[src/rtl/lifo_pkg.sv]
package lifo_pkg;

    localparam int unsigned STK_DEPTH_DEF = 8;
    localparam int unsigned STK_WIDTH_DEF = 8;

    // Level of the select line
    typedef enum logic {
        SEL_WRITE = 1'b0,
        SEL_READ  = 1'b1
    } stk_sel_e;

    // Decoded action for one clock
    typedef struct packed {
        logic push;
        logic pop;
        logic blocked;
    } stk_act_t;

    function automatic stk_act_t decode_act(stk_sel_e sel, logic is_full, logic is_empty);
        stk_act_t a;
        a = '0;
        if (sel == SEL_READ) begin
            if (is_empty) a.blocked = 1'b1;
            else          a.pop     = 1'b1;
        end else begin
            if (is_full)  a.blocked = 1'b1;
            else          a.push    = 1'b1;
        end
        return a;
    endfunction

endpackage

[src/rtl/lifo_ctrl.sv]
module lifo_ctrl
    import lifo_pkg::*;
(
    input  logic     rd_wr_sel,
    input  logic     full,
    input  logic     empty,
    output stk_act_t act
);

    stk_sel_e sel;

    always_comb begin
        sel = stk_sel_e'(rd_wr_sel);
        act = decode_act(sel, full, empty);
    end

endmodule

[src/rtl/lifo_ptr.sv]
module lifo_ptr
    import lifo_pkg::*;
#(
    parameter int unsigned DEPTH = STK_DEPTH_DEF,
    localparam int unsigned CNT_W = $clog2(DEPTH + 1)
) (
    input  logic             clk,
    input  logic             rst,
    input  stk_act_t         act,
    output logic [CNT_W-1:0] count,
    output logic             full,
    output logic             empty
);

    localparam logic [CNT_W-1:0] CNT_ONE = CNT_W'(1);
    localparam logic [CNT_W-1:0] CNT_TOP = CNT_W'(DEPTH);

    always_ff @(posedge clk) begin
        if (rst)           count <= '0;
        else if (act.push) count <= count + CNT_ONE;
        else if (act.pop)  count <= count - CNT_ONE;
    end

    always_comb begin
        full  = (count == CNT_TOP);
        empty = (count == '0);
    end


    count_up_chk: assert property (@(posedge clk) disable iff (rst)
        act.push |=> count == $past(count) + CNT_ONE);


    count_down_chk: assert property (@(posedge clk) disable iff (rst)
        act.pop |=> count == $past(count) - CNT_ONE);


    full_block_chk: assert property (@(posedge clk) disable iff (rst)
        (act.blocked && full) |=> (full && $stable(count)));


    empty_block_chk: assert property (@(posedge clk) disable iff (rst)
        (act.blocked && empty) |=> empty);

endmodule

[src/rtl/lifo_store.sv]
module lifo_store
    import lifo_pkg::*;
#(
    parameter int unsigned DEPTH = STK_DEPTH_DEF,
    parameter int unsigned WIDTH = STK_WIDTH_DEF,
    localparam int unsigned CNT_W = $clog2(DEPTH + 1),
    localparam int unsigned IDX_W = $clog2(DEPTH)
) (
    input  logic             clk,
    input  logic             rst,
    input  stk_act_t         act,
    input  logic [CNT_W-1:0] count,
    input  logic [WIDTH-1:0] din,
    output logic [WIDTH-1:0] dout
);

    logic [WIDTH-1:0] slot_q [DEPTH];
    logic [CNT_W-1:0] cnt_dec;
    logic [IDX_W-1:0] wr_idx;
    logic [IDX_W-1:0] rd_idx;
    logic [WIDTH-1:0] rd_byte;

    always_comb begin
        cnt_dec = count - CNT_W'(1);
        wr_idx  = count[IDX_W-1:0];
        rd_idx  = cnt_dec[IDX_W-1:0];
        rd_byte = slot_q[rd_idx];
    end

    for (genvar g = 0; g < DEPTH; g++) begin : g_slot
        logic [WIDTH-1:0] q;
        always_ff @(posedge clk) begin
            if (act.push && (wr_idx == IDX_W'(g))) q <= din;
        end
        assign slot_q[g] = q;
    end

    always_ff @(posedge clk) begin
        if (rst)          dout <= '0;
        else if (act.pop) dout <= rd_byte;
    end


    dout_hold_chk: assert property (@(posedge clk) disable iff (rst)
        !act.pop |=> $stable(dout));

endmodule

[src/rtl/byte_stack.sv]
module byte_stack
    import lifo_pkg::*;
#(
    parameter int unsigned DEPTH = STK_DEPTH_DEF,
    parameter int unsigned WIDTH = STK_WIDTH_DEF
) (
    input  logic             clk,
    input  logic             rst,
    input  logic             rd_wr_sel,
    input  logic [WIDTH-1:0] din,
    output logic [WIDTH-1:0] dout,
    output logic             full,
    output logic             empty
);

    localparam int unsigned CNT_W = $clog2(DEPTH + 1);

    stk_act_t         act;
    logic [CNT_W-1:0] count;

    lifo_ctrl u_ctrl (
        .rd_wr_sel (rd_wr_sel),
        .full      (full),
        .empty     (empty),
        .act       (act)
    );

    lifo_ptr #(.DEPTH(DEPTH)) u_ptr (
        .clk   (clk),
        .rst   (rst),
        .act   (act),
        .count (count),
        .full  (full),
        .empty (empty)
    );

    lifo_store #(.DEPTH(DEPTH), .WIDTH(WIDTH)) u_store (
        .clk   (clk),
        .rst   (rst),
        .act   (act),
        .count (count),
        .din   (din),
        .dout  (dout)
    );


    reset_prio_chk: assert property (@(posedge clk)
        rst |=> (empty && !full && dout == '0));


    full_rise_chk: assert property (@(posedge clk) disable iff (rst)
        (count == CNT_W'(DEPTH - 1) && rd_wr_sel == SEL_WRITE) |=> full);


    empty_rise_chk: assert property (@(posedge clk) disable iff (rst)
        (count == CNT_W'(1) && rd_wr_sel == SEL_READ) |=> empty);

endmodule

[config.mk]
export PLATFORM = sky130hd
export DESIGN_NAME = byte_stack
export DESIGN_NICKNAME = d
export VERILOG_FILES = /design/src/rtl/lifo_pkg.sv /design/src/rtl/lifo_ctrl.sv /design/src/rtl/lifo_ptr.sv /design/src/rtl/lifo_store.sv /design/src/rtl/byte_stack.sv
export SDC_FILE = /design/constraint.sdc
export NUM_CORES = 1
export LEC_CHECK = 0
export BUFFER_PORTS_ARGS = -buffer_cell sky130_fd_sc_hd__buf_2
export CAP_MARGIN = 0
export CORE_UTILIZATION = 45
export DETAILED_ROUTE_END_ITERATION = 10
export HOLD_SLACK_MARGIN = 0.1
export PLACE_DENSITY = 0.65
export SETUP_SLACK_MARGIN = 0.02
export SLEW_MARGIN = 20
export SYNTH_ARGS = -nofsm -noshare
export SYNTH_HDL_FRONTEND = slang
export SYNTH_HIERARCHICAL = 1
export SYNTH_SLANG_ARGS = --single-unit
[constraint.sdc]
create_clock -name clk -period 6.8 [get_ports clk]
set_input_delay 0.68 -clock clk [delete_from_list [all_inputs] [get_ports clk]]
set_output_delay 0.68 -clock clk [all_outputs]
set_load 0.03 [all_outputs]
==> key figures <==
Synth
  – Net Count, Synth: 188
  – Cell area after synthesis: 3144 µm²
  – Warnings from Yosys: 6
  – Gate Count Post-Synth: 169
  – Syn_area_per_cell: 18.61 µm²

STA
  – Count of endpoints failing hold in the final timing report: 0
  – Final Slew Violations: 0
  – Tightest Pin Transition: 0.8202 ns
  – Final worst path period need: 2.707 ns
  – RSZ-0062 raised after global routing: false
  – Endpoints failing setup: 0
  – Clock skew: 0.005829 ns
  – Worst slew margin relative to its limit: 45.07%
  – Total negative slack for setup checks: 0 ns
  – Final Cycle Share: 39.81%
  – Max frequency: 369.4 MHz

Die
  – Initial standard-cell utilization of the core: 46.54%
  – Die extent in y: 85.59 µm
  – Core footprint: 6756 µm²
  – IO Pins: 21
  – # rows: 30
  – Die extent in x: 85.59 µm
  – Die Outline Area: 7326 µm²

Finish
  – Synth-to-layout area growth: 9.988%
  – Number of nets in the layout: 213
  – Final core area utilization: 51.19%
  – Number of antenna diodes: 0
  – Most common cell after layout, fill and taps aside: edfxtp_1
  – Most used cells in the layout excluding fill and tap cells: edfxtp_1, buf_2, nor2_1
  – Share of post-route cells with drive strength above 1: 24.12%

Drt
  – Antenna Nets Post-Route: 0
  – Total Wirelength: 5575 µm
  – Number of optimization iterations in the first detailed-route pass: 4
  – Final routed DRC violation total: 0
  – Ratio of routed vias to standard cells: 5.541
  – Vias: 1546
  – Detail-routed net length per standard cell: 19.98 µm
  – Detailed Route Iter0 Violations: 99

Job
  – Number of violations of the max-capacitance limit: 0

Global routing
  – Global-route met1 utilization: 21.02%
  – Global-route wire length before repair: 8700 µm
  – Grt ovf: 0
  – Maximum number of pins on one net before global-route repair: 25
  – Met3 Resource Use GR: 4.427%
  – Combined global-route utilization of all metal layers: 16.98%
  – Busiest metal layer after global routing: met2
  – Via count of the first global-routing pass: 1564
  – Number of antenna violations at the first check in global routing: 0
  – Global routing met2 resource utilization: 28.15%

Worst setup path
  – Worst Setup Start Kind: register
  – Critical-path maximum fanout: 24
  – Critical Path Max Stage Delay: 0.58 ns
  – Highest-delay cell along the critical path: nor2_1
  – Data arrival time of the critical path: 2.95 ns
  – Crit Path Class: register to register
  – Req. time, crit path: 7.04 ns
  – Nature of the critical path endpoint: register
  – Crit-path cells: buf_4 > nor4b_1 > nor2_1 > inv_1 > ha_1 > a21oi_1 > nand2_1 > o311ai_1

Pwr
  – Switching Fraction: 34.55%
  – Switching power summed over all nets: 498.3 µW
  – Cell Int Power: 944.1 µW
  – Final Total Pwr: 1.442 mW
  – Power share of the clock group: 20.7%
  – Cell leakage power: 1.223 nW
  – Sequential Power Share: 43.0%
  – Share of total power in combinational logic: 36.3%
  – Largest vdd supply drop: 0.1245 mV
  – Total power density per cell area: 417.1 nW/µm²

Clock tree
  – Post-CTS resize count: 0
  – Number of clock buffers inserted by TritonCTS: 9
  – Sink count of the clock tree: 76
  – Insertion delay of the later-clocked pin in the worst-skew pair: 0.33 ns
  – Post-CTS Hold Fix Bufs: 0
  – Number of H-tree levels: 3
  – Reg clk slew, reported paths: 0.08 ns
  – Clk root buf: clkbuf_8
  – Setup bufs post-CTS: 0
  – Bufs on Longest Clock Path: 2
  – TritonCTS clock tree: done

Hold path
  – Worst Hold Class: register to register

Placement
  – Port Buffers: 20
  – GPL Wtd Cong: 0.7551
  – Final HPWL from detailed placement: 3566 µm

Outcome
  – Result of the run: finished clean
-- sequential cells by signal, indices dropped and copies added (netlist names) --
register,cells
u_store/g_slot.q,64
u_ptr/count,4
u_store/dout,8
-- worst max-delay path, delay by kind of cell, from the launching register on --
kind	cells	cell delay, ns
buf+inv	2	0.57
compound gates	2	0.53
simple gates	3	0.81
flops	1	0.31
fa+ha+maj	1	0.39
-- layer usage --
metal,wire (µm),share of wire (%)
met1,2375,43
met2,2850,51
met3,253,4.5
met4,95,1.7
met5,0,0
-- through the flow --
| stage | instances | setup slack, ns | area, µm² | hold slack [ns] |
|---|---|---|---|---|
| final | 279 | 4.093 | 3458 | 0.4822 |
| after global routing | 279 | 3.846 | 3458 | 0.5135 |
| after CTS | 279 | 4.089 | 3458 | 0.4846 |
| after detailed placement | 263 | 4.105 | 3282 | 0.4741 |
| after global placement | 263 | 4.306 | 3279 | 0.4675 |
| after floorplan | 169 | 3.723 | 3144 | 0.5222 |
-- power by group through the flow --
stage | clock, mW | sequential (mW) | combinational [mW]
floorplan | 0 | 0.662 | 0.385
global placement | 0 | 0.625 | 0.510
detailed placement | 0 | 0.631 | 0.527
CTS | 0.307 | 0.621 | 0.528
global route | 0.329 | 0.628 | 0.567
finish | 0.298 | 0.621 | 0.523
-- worst paths after layout --
kind	startpoint	to	slack, ns	cells after the start
setup / recovery	u_ptr/count[0]$_SDFFE_PP0P_	u_ptr/count[3]$_SDFFE_PP0P_	4.09	8
hold reg to reg	u_store/dout[0]$_SDFFE_PP0P_	u_store/dout[0]$_SDFFE_PP0P_	0.48	2
hold / removal	u_store/dout[0]$_SDFFE_PP0P_	u_store/dout[0]$_SDFFE_PP0P_	0.48	2
setup reg to reg	u_ptr/count[0]$_SDFFE_PP0P_	u_ptr/count[3]$_SDFFE_PP0P_	4.09	8
-- area by class of cell --
cell class	instances	area, µm²
Sequential cell	76	2162
Fill cell	535	3298
Timing Repair Buffer	21	107.6
Multi-Input combinational cell	83	900.9
Inverter	3	11.26
Clock inverter	6	38.79
Tap cell	80	100.1
Clock buffer	10	137.6
Note: power is estimated with default switching activity, not from simulation.
